--- config.mk ---
export PLATFORM = sky130hd
export DESIGN_NAME = va_region_decode
export DESIGN_NICKNAME = d
export VERILOG_FILES = /design/src/rtl/va_dec_pkg.sv /design/src/rtl/va_seg_classify.sv /design/src/rtl/va_route_resolve.sv /design/src/rtl/va_rsp_stage.sv /design/src/rtl/va_region_decode.sv
export SDC_FILE = /design/constraint.sdc
export NUM_CORES = 1
export LEC_CHECK = 0
export BUFFER_PORTS_ARGS = -buffer_cell sky130_fd_sc_hd__buf_4
export CORE_ASPECT_RATIO = 1.1
export CORE_UTILIZATION = 28
export CTS_BUF_LIST = sky130_fd_sc_hd__clkbuf_4 sky130_fd_sc_hd__clkbuf_8
export DETAILED_ROUTE_END_ITERATION = 6
export PLACE_DENSITY = 0.53
export SYNTH_ARGS = -nofsm -noshare
export SYNTH_HDL_FRONTEND = slang
export SYNTH_SLANG_ARGS = --single-unit
--- constraint.sdc ---
create_clock -name clk -period 3.9 [get_ports clk]
set_clock_uncertainty 0.1 [all_clocks]
set_input_delay 0.39 -clock clk [delete_from_list [all_inputs] [get_ports clk]]
set_output_delay 0.39 -clock clk [all_outputs]
set_load 0.03 [all_outputs]
--- src/rtl/va_dec_pkg.sv ---
package va_dec_pkg;

    localparam int VA_W = 32;

    typedef enum logic [2:0] {
        SEG_XLAT_LO,
        SEG_DIRECT,
        SEG_XLAT_HI,
        SEG_SQ,
        SEG_GAP,
        SEG_CTRL
    } seg_e;

    typedef enum logic [1:0] {
        ACC_NONE = 2'd0,
        ACC_RO   = 2'd1,
        ACC_RW   = 2'd2
    } acc_e;

    typedef enum logic [1:0] {
        ROUTE_MAP,
        ROUTE_TLB,
        ROUTE_FAULT
    } route_e;

    typedef struct packed {
        route_e          route;
        logic [VA_W-1:0] paddr;
        acc_e            acc;
        logic            err;
    } res_t;

    function automatic logic [VA_W-1:0] keep_low(input logic [VA_W-1:0] va, input int keep_w);
        logic [VA_W-1:0] m;
        m = '0;
        for (int i = 0; i < VA_W; i++) begin
            if (i < keep_w) m[i] = 1'b1;
        end
        return va & m;
    endfunction

endpackage

--- src/rtl/va_seg_classify.sv ---
module va_seg_classify
    import va_dec_pkg::*;
(
    input  logic [5:0] va_top,
    output seg_e       seg
);
    always_comb begin
        if (!va_top[5])                 seg = SEG_XLAT_LO;
        else if (va_top[5:4] == 2'b10)  seg = SEG_DIRECT;
        else if (!va_top[3])            seg = SEG_XLAT_HI;
        else if (va_top[2:0] == 3'b000) seg = SEG_SQ;
        else if (va_top[2])             seg = SEG_CTRL;
        else                            seg = SEG_GAP;
    end
endmodule

--- src/rtl/va_route_resolve.sv ---
module va_route_resolve
    import va_dec_pkg::*;
#(
    parameter int PA_KEEP_W = 29
) (
    input  seg_e            seg,
    input  logic [VA_W-1:0] vaddr,
    input  logic            priv,
    input  logic            ifetch,
    input  logic            xlat_en,
    input  logic            probe,
    output res_t            res
);
    logic [VA_W-1:0] direct_pa;
    logic            fault;

    assign direct_pa = keep_low(vaddr, PA_KEEP_W);

    always_comb begin
        fault     = 1'b0;
        res.route = ROUTE_MAP;
        res.paddr = '0;
        res.acc   = ACC_RW;
        res.err   = 1'b0;
        unique case (seg)
            SEG_XLAT_LO, SEG_XLAT_HI: begin
                if (xlat_en) res.route = ROUTE_TLB;
                else         res.paddr = direct_pa;
            end
            SEG_SQ:     res.paddr = vaddr;
            SEG_DIRECT: begin
                if (priv) res.paddr = direct_pa;
                else      fault = 1'b1;
            end
            SEG_CTRL: begin
                if (priv && !ifetch) res.paddr = vaddr;
                else                 fault = 1'b1;
            end
            default: fault = 1'b1;
        endcase
        if (fault) begin
            res.route = ROUTE_FAULT;
            res.paddr = '0;
            res.acc   = probe ? ACC_RW : ACC_NONE;
            res.err   = !probe;
        end
    end
endmodule

--- src/rtl/va_rsp_stage.sv ---
module va_rsp_stage
    import va_dec_pkg::*;
(
    input  logic            clk,
    input  logic            rst,
    input  logic            req_valid,
    input  logic [VA_W-1:0] req_vaddr,
    input  logic            req_priv,
    input  logic            req_ifetch,
    input  logic            req_probe,
    input  res_t            res,
    output logic            req_ready,
    output logic            rsp_valid,
    output logic [VA_W-1:0] rsp_paddr,
    output acc_e            rsp_acc,
    output logic            rsp_err,
    output logic            tlb_req,
    output logic [VA_W-1:0] tlb_vaddr,
    output logic            tlb_priv,
    output logic            tlb_ifetch,
    output logic            tlb_probe,
    input  logic            tlb_rsp_valid,
    input  logic [VA_W-1:0] tlb_rsp_paddr,
    input  logic [1:0]      tlb_rsp_status
);
    typedef enum logic {ST_IDLE, ST_WAIT} st_e;
    st_e  st_q;
    logic accept;

    assign req_ready = (st_q == ST_IDLE);
    assign accept    = req_valid && req_ready;

    always_ff @(posedge clk) begin
        if (rst) begin
            st_q       <= ST_IDLE;
            rsp_valid  <= 1'b0;
            rsp_paddr  <= '0;
            rsp_acc    <= ACC_NONE;
            rsp_err    <= 1'b0;
            tlb_req    <= 1'b0;
            tlb_vaddr  <= '0;
            tlb_priv   <= 1'b0;
            tlb_ifetch <= 1'b0;
            tlb_probe  <= 1'b0;
        end else begin
            rsp_valid <= 1'b0;
            unique case (st_q)
                ST_IDLE: begin
                    if (accept) begin
                        if (res.route == ROUTE_TLB) begin
                            st_q       <= ST_WAIT;
                            tlb_req    <= 1'b1;
                            tlb_vaddr  <= req_vaddr;
                            tlb_priv   <= req_priv;
                            tlb_ifetch <= req_ifetch;
                            tlb_probe  <= req_probe;
                        end else begin
                            rsp_valid <= 1'b1;
                            rsp_paddr <= res.paddr;
                            rsp_acc   <= res.acc;
                            rsp_err   <= res.err;
                        end
                    end
                end
                ST_WAIT: begin
                    if (tlb_rsp_valid) begin
                        st_q      <= ST_IDLE;
                        tlb_req   <= 1'b0;
                        rsp_valid <= 1'b1;
                        rsp_paddr <= tlb_rsp_paddr;
                        rsp_acc   <= acc_e'(tlb_rsp_status);
                        rsp_err   <= 1'b0;
                    end
                end
                default: st_q <= ST_IDLE;
            endcase
        end
    end
endmodule

--- src/rtl/va_region_decode.sv ---
module va_region_decode
    import va_dec_pkg::*;
#(
    parameter int PA_KEEP_W = 29
) (
    input  logic            clk,
    input  logic            rst,
    input  logic            req_valid,
    input  logic [31:0]     req_vaddr,
    input  logic            req_priv,
    input  logic            req_ifetch,
    input  logic            req_xlat_en,
    input  logic            req_probe,
    output logic            req_ready,
    output logic            rsp_valid,
    output logic [31:0]     rsp_paddr,
    output logic [1:0]      rsp_status,
    output logic            rsp_addr_err,
    output logic            tlb_req,
    output logic [31:0]     tlb_vaddr,
    output logic            tlb_priv,
    output logic            tlb_ifetch,
    output logic            tlb_probe,
    input  logic            tlb_rsp_valid,
    input  logic [31:0]     tlb_rsp_paddr,
    input  logic [1:0]      tlb_rsp_status
);
    localparam int TOP_BITS = 6;

    seg_e seg;
    res_t res;
    acc_e rsp_acc;

    va_seg_classify u_cls (
        .va_top (req_vaddr[VA_W-1 -: TOP_BITS]),
        .seg    (seg)
    );

    va_route_resolve #(.PA_KEEP_W(PA_KEEP_W)) u_res (
        .seg     (seg),
        .vaddr   (req_vaddr),
        .priv    (req_priv),
        .ifetch  (req_ifetch),
        .xlat_en (req_xlat_en),
        .probe   (req_probe),
        .res     (res)
    );

    va_rsp_stage u_stg (
        .clk            (clk),
        .rst            (rst),
        .req_valid      (req_valid),
        .req_vaddr      (req_vaddr),
        .req_priv       (req_priv),
        .req_ifetch     (req_ifetch),
        .req_probe      (req_probe),
        .res            (res),
        .req_ready      (req_ready),
        .rsp_valid      (rsp_valid),
        .rsp_paddr      (rsp_paddr),
        .rsp_acc        (rsp_acc),
        .rsp_err        (rsp_addr_err),
        .tlb_req        (tlb_req),
        .tlb_vaddr      (tlb_vaddr),
        .tlb_priv       (tlb_priv),
        .tlb_ifetch     (tlb_ifetch),
        .tlb_probe      (tlb_probe),
        .tlb_rsp_valid  (tlb_rsp_valid),
        .tlb_rsp_paddr  (tlb_rsp_paddr),
        .tlb_rsp_status (tlb_rsp_status)
    );

    assign rsp_status = rsp_acc;
endmodule

**Yosys cells after proc, flatten, opt, wreduce, memory -nomap -nowiden**

Cells that the tools add are included.

- Bitwise gates (word level): 1
- Equal/unequal tests: 10
- Reduce and logical (&&, ||, !) cells: 11
- Muxes and demuxes: 39

Operators by type and width:

| cell | count |
|---|---|
| two-way mux 32 bit | 4 |
| case mux 32 bit (4 select lines) | 1 |
| case mux 32 bit (2 select lines) | 1 |
| two-way mux 29 bit | 2 |
| two-way mux 37 bit | 1 |
| two-way mux 1 bit | 16 |
| two-way mux 3 bit | 4 |
| AND reduction 3 bit | 3 |
| two-way mux 2 bit | 4 |
| inequality test 2 bit, second input constant | 4 |
| case mux 1 bit (2 select lines) | 4 |
| == test 3 x 2 -> 1 bit, second input constant | 2 |
| zero test 3 bit | 2 |
| case mux 2 bit (2 select lines) | 1 |
| == test 3 x 1 -> 1 bit, second input constant | 1 |
| == test 3 bit, second input constant | 1 |
| case mux 1 bit (3 select lines) | 1 |
| OR reduction 3 bit | 1 |
| == test 2 x 1 -> 1 bit, second input constant | 1 |
| == test 2 bit, second input constant | 1 |
| logical AND 1 bit | 2 |
| zero test 1 bit | 2 |
| OR reduction 2 bit | 1 |
| NOT 1 bit | 1 |

- Register bits: 73
- Word-level logic and storage cells: 71
- Input bits: 74
- Output and inout port bits: 73

**Longest topological paths before layout**

- Word-level depth: 13
- Depth in mapped cells: 7
- Gate-level depth less buffers: 4

**Hierarchy**

From an unflattened synthesis, not the netlist that was laid out.

- Cell total of the unflattened synthesis: 396
- Area, all modules: 3485.8 um^2

Modules (own cells, without submodules):

| module | cells an instance | area each (um^2) | seq. area each (um^2) | instances |
|---|---|---|---|---|
| va_rsp_stage | 336 | 3093.0 | 1461.4 | 1 |
| va_route_resolve | 52 | 342.8 | 0.0 | 1 |
| va_seg_classify | 8 | 50.0 | 0.0 | 1 |

**Worst setup path after synthesis**

OpenSTA, ideal clock, no wires.

- Path kind: input port to flip-flop
- Start point: input port req_vaddr[31]
- End point: register u_stg.rsp_paddr[13]
- Data required time: 3.678 ns
- Setup time: 0.122 ns
- Arrival: 1.500 ns
- Setup slack: 2.177 ns
- Path buffers: 3
- Cell stages on the path: 7
- Path through: buf_2 nand2b_1 a32o_1 buf_2 buf_2 o221ai_1 o21ai_2

- Cells in the longest elaborated chain, start to end: 10
- Elaborated cells on any way between the ends: 20
- Those cells by class: eq/ne: 7; mux: 9; reduce/logical: 4

Ends and longest elaborated chain:

| element | RTL line | text |
|---|---|---|
| start, declared | va_region_decode.sv:9 | `input logic [31:0] req_vaddr,` |
| == test 2 bit | va_seg_classify.sv:9 | `else if (va_top[5:4] == 2'b10) seg = SEG_DIRECT;` |
| two-way mux 3 bit | va_seg_classify.sv:9 |  |
| two-way mux 3 bit (*) | va_seg_classify.sv:8 | `if (!va_top[5]) seg = SEG_XLAT_LO;` |
| == test 3 x 2 -> 1 bit / zero test 3 bit (equally long branches) | va_route_resolve.sv:25 | `unique case (seg)` |
| OR reduction 3 bit (no line) / OR reduction 2 bit (equally long branches) | n/a |  |
| case mux 1 bit (3 select lines) (tied with other cells) | va_route_resolve.sv:25 |  |
| two-way mux 37 bit (*) | va_route_resolve.sv:41 | `if (fault) begin` |
| == test 2 x 1 -> 1 bit / two-way mux 32 bit (equally long branches) | va_rsp_stage.sv:50 | `if (res.route == ROUTE_TLB) begin` |
| inequality test 2 bit (no line) / two-way mux 32 bit (equally long branches) | n/a |  |
| AND reduction 3 bit (no line) / case mux 32 bit (2 select lines) (equally long branches) | n/a |  |
| end signal, assigned | va_rsp_stage.sv:59 | `rsp_paddr <= res.paddr;` |
| end signal, assigned | va_rsp_stage.sv:70 | `rsp_paddr <= tlb_rsp_paddr;` |
| end, declared | va_rsp_stage.sv:14 | `output logic [VA_W-1:0] rsp_paddr,` |

Every way passes the cells marked *; elsewhere a longest branch is shown, timed or not. The select of a mux whose other input is x is not followed.
A chain may end at the register's enable or synchronous reset.

**Worst setup path in the final report**

- Start point: register u_stg.st_q
- End point: register u_stg.rsp_paddr[8]

- Cells in the longest elaborated chain, start to end: 4
- Elaborated cells on any way between the ends: 7
- Those cells by class: eq/ne: 3; mux: 1; bitwise: 1; reduce/logical: 2

Ends and longest elaborated chain:

| element | RTL line | text |
|---|---|---|
| start, declared | va_rsp_stage.sv:27 | `st_e st_q;` |
| start signal, assigned | va_rsp_stage.sv:35 | `st_q <= ST_IDLE;` |
| start signal, assigned | va_rsp_stage.sv:51 | `st_q <= ST_WAIT;` |
| start signal, assigned | va_rsp_stage.sv:67 | `st_q <= ST_IDLE;` |
| NOT 1 bit (no line) | n/a |  |
| logical AND 1 bit | va_rsp_stage.sv:31 | `assign accept = req_valid && req_ready;` |
| inequality test 2 bit (no line) | n/a |  |
| AND reduction 3 bit (no line) | n/a |  |

Several ways; a longest one is shown, not always the timed one.

==> results.md <==
- Status: finished clean
- Yosys Warn Count: 0
- Die ar.: 11380 um^2
- R2R Path Start: u_stg.st_q
- Biggest area consumer among synthesized cells: dfxtp_1
- Violation count after the first detailed-route iteration: 102
- Layout Cells excl Fill: 588
- Simple-gate share of the synthesized area: 9.258%
- Compound-Gate Fraction of Synth Area: 25.49%
- CTS resizes: 0
- Worst-path clk slew: 0.08 ns
- # fillers: 1086
- Routed wire per std cell: 15.90 um
- Hold_buf cts: 0
- Worst Hold Depth: 3
- Clk sink count: 73
- Req. time, crit path: 4.07 ns
- Clock buffer depth: 2
- Reg2Reg Setup Slack: 1.56 ns
- Slew @ Worst Pin: 0.8865 ns
- Vias in the first global route: 2866
- Most frequent cell after synthesis: dfxtp_1
- Final min period: 2.342 ns
- Setup violations, final: 0
- Nets@finish: 515
- Max-Slew Margin vs Limit: 40.90%
- Core Region: 10540 um^2
- Max stage delay on crit path: 0.64 ns
- First-pass GRT wire length: 14750 um
- Cts bufs inserted: 9
- Syn Nets: 384
- Post-synthesis sequential area ratio: 47.63%
- # IOs: 147
- Leak pwr: 1.845 nW
- Post-Synth XOR/XNOR Area: 0%
- Post-CTS Repair Setup Buffers: 0
- Synthesis-to-layout area growth: 46.49%
- Post-Synth Adder-Cell Area: 0%
- Global-route track usage on met1: 21.25%
- Global route overflow: 0
- Mapped Cells: 310
- Total Routed Length: 9350 um
- Via density: 4.929
- Final core utilization: 42.64%
- Post-synthesis cell area: 3068 um^2
- Die X: 101.8 um
- Hold Crit Start: req_vaddr[12]
- Critical-path top delay cell: a32o_2
- RSZ-0062 raised after global routing: no
- Largest family of logic cells by synthesized area: compound AO/OA/AOI/OAI gates
- CP bufs+invs: 1
- Final GP Congestion: 0.7420
- Crit Reg-Reg Endpoint: u_stg.rsp_paddr[8]
- Multi-input logic area: 1468 um^2
- Initial core utilization: 29.11%
- Final period util: 60.04%
- Max-slew violations: 0
- Rows: 39
- Final Hold Fails: 0
- Netlist cell types: 32
- Most crowded layer after global routing: met2
- Post-synth EDFFs: 0
- TritonRoute pass-1 iters: 4
- Max-cap violation count: 0
- Crit-path max FO: 34
- Ys flop type: dfxtp_1
- Syn Area/Cell: 9.897 um^2
- Area contributors post-synth: dfxtp_1 (48%), mux2i_1 (12%), o221ai_1 (8.3%)
- Ant diodes: 0
- TritonCTS clock tree: built
- R2R depth: 5
- Via count: 2898
- Cells along the critical path: nor2b_1, a32o_2, buf_4, o221ai_1, o21ai_1
- Met3 usage: 4.771%
- Layout cells sized above 1: 40.90%
- Fmax: 427.0 MHz
- Kind of critical path: flop to flop
- Port-buffer cells: 146
- Sequential Area: 1461 um^2
- Yosys reg bits: 73
- Setup TNS: 0 ns
- # DRC: 0
- Worst Setup Start Kind: flop
- Root buffer cell: clkbuf_8
- Post-placement cell count: 573
- Worst Hold Class: input pin to flop
- WP data arrival: 2.51 ns
- Initial antenna violation count: 0
- Kind of cell adding the most delay to the critical path: compound AO/OA/AOI/OAI gates
- Total track usage: 16.74%
- H-tree depth: 3
- HPWL after DPL: 6362 um
- Async SR Flop Fraction: 0%
- Post-synth top cells: dfxtp_1 (73), nor2_1 (42), mux2i_1 (36)
- Cell area power density: 447.3 nW/um^2
- Crit. End Element: flop
- Peak VDD IR: 0.1645 mV
- Die H: 111.8 um
- Share of synthesized area spent on multiplexers: 11.75%
- Global routing usage on met2: 26.85%
- Largest net degree at the start of global routing: 47
- Post-DRT Antenna Nets: 0
- Top-area cell type share of the netlist area: 47.63%
- Clk_lat worst skew: 0.33 ns
- Hold EP: u_stg.tlb_vaddr[12]
==> worst register-to-register path, stage by stage, from the launching register on <==
cell and delay [ns]:
dfxtp_1 0.42, nor2b_1 0.35, a32o_2 0.64, buf_4 0.45, o221ai_1 0.18, o21ai_1 0.14
==> layout by cell type (no fill, tap or decap) <==
cell type,n
a21oi_4,1
nand2b_1,2
dfxtp_1,73
o221ai_1,29
nand4b_1,1
o21ai_0,1
o211ai_1,29
a211oi_1,3
and4b_1,1
a311oi_4,1
a21o_1,1
nand3_1,4
and3b_4,1
a21oi_1,6
o21ai_1,19
nor2b_1,1
nor2_1,41
a32o_2,1
buf_4,151
a31oi_4,1
or4b_1,1
clkbuf_8,10
clkinv_4,1
nand2_1,5
bufinv_16,3
inv_1,3
nor3_1,1
nand3b_1,2
o2111a_1,1
o32ai_1,1
a31oi_1,1
mux2i_1,36
nor2_2,1
clkinv_2,1
o21ai_2,10
nor3b_1,1
==> flip-flops by register name, indices dropped and copies added (netlist names) <==
name              count
u_stg.rsp_acc         2
u_stg.tlb_req         1
u_stg.st_q            1
u_stg.tlb_ifetch      1
u_stg.tlb_vaddr      32
u_stg.rsp_paddr      32
u_stg.rsp_err         1
u_stg.rsp_valid       1
u_stg.tlb_priv        1
u_stg.tlb_probe       1
==> metal layers <==
metal,up-vias,part of all wire [%]
met5,-,0
met4,0,1.2
met3,11,6.4
met2,94,48
met1,1369,45
li1,1424,-
==> kinds of logic (layout without fill, tap and decap cells) <==
group | Yosys count | in the layout
AND/OR/NAND/NOR | 62 | 62
multiplexers | 36 | 36
AO/OA/AOI/OAI | 105 | 105
flip-flops | 73 | 73
buffers and inverters | 34 | 169
==> cell type report <==
type / count / area share, %
Clock buffer: 10 / 3.062
Tap cell: 143 / 3.981
Timing Repair Buffer: 151 / 25.22
Inverter: 3 / 0.2506
Sequential cell: 73 / 32.52
Multi-Input combinational cell: 203 / 32.66
Clock inverter: 5 / 2.311
==> metrics by stage <==
step                      total power [mW]  setup slack, ns  cell area, um^2  hold WS [ns]
final                                2.010            1.558             4494        0.1891
after global routing                 2.106            1.301             4494        0.1735
after CTS                            2.043            1.530             4494        0.1711
after detailed placement             1.308            1.491             4253        0.3639
after global placement               1.301            1.580             4253        0.3689
after floorplan                      1.117            2.177             3068        0.4372
==> worst max-delay path by stage <==
stage | start | end | slack, ns | cells past startpoint
final | u_stg.st_q | u_stg.rsp_paddr[8] | 1.56 | 5
after floorplan | req_vaddr[31] | u_stg.rsp_paddr[13] | 2.18 | 7
after detailed placement | req_valid | u_stg.rsp_paddr[3] | 1.49 | 6
after CTS | u_stg.st_q | u_stg.rsp_paddr[8] | 1.53 | 5
after global placement | req_priv | u_stg.rsp_paddr[11] | 1.58 | 6
after global routing | u_stg.st_q | u_stg.rsp_paddr[8] | 1.30 | 5
==> report_power, final <==
| group | switching, mW | internal (mW) |
|---|---|---|
| registers | 0.0403 | 0.802 |
| logic | 0.262 | 0.181 |
| clock network | 0.285 | 0.439 |
No activity file was read; power rests on OpenSTA's default activity.
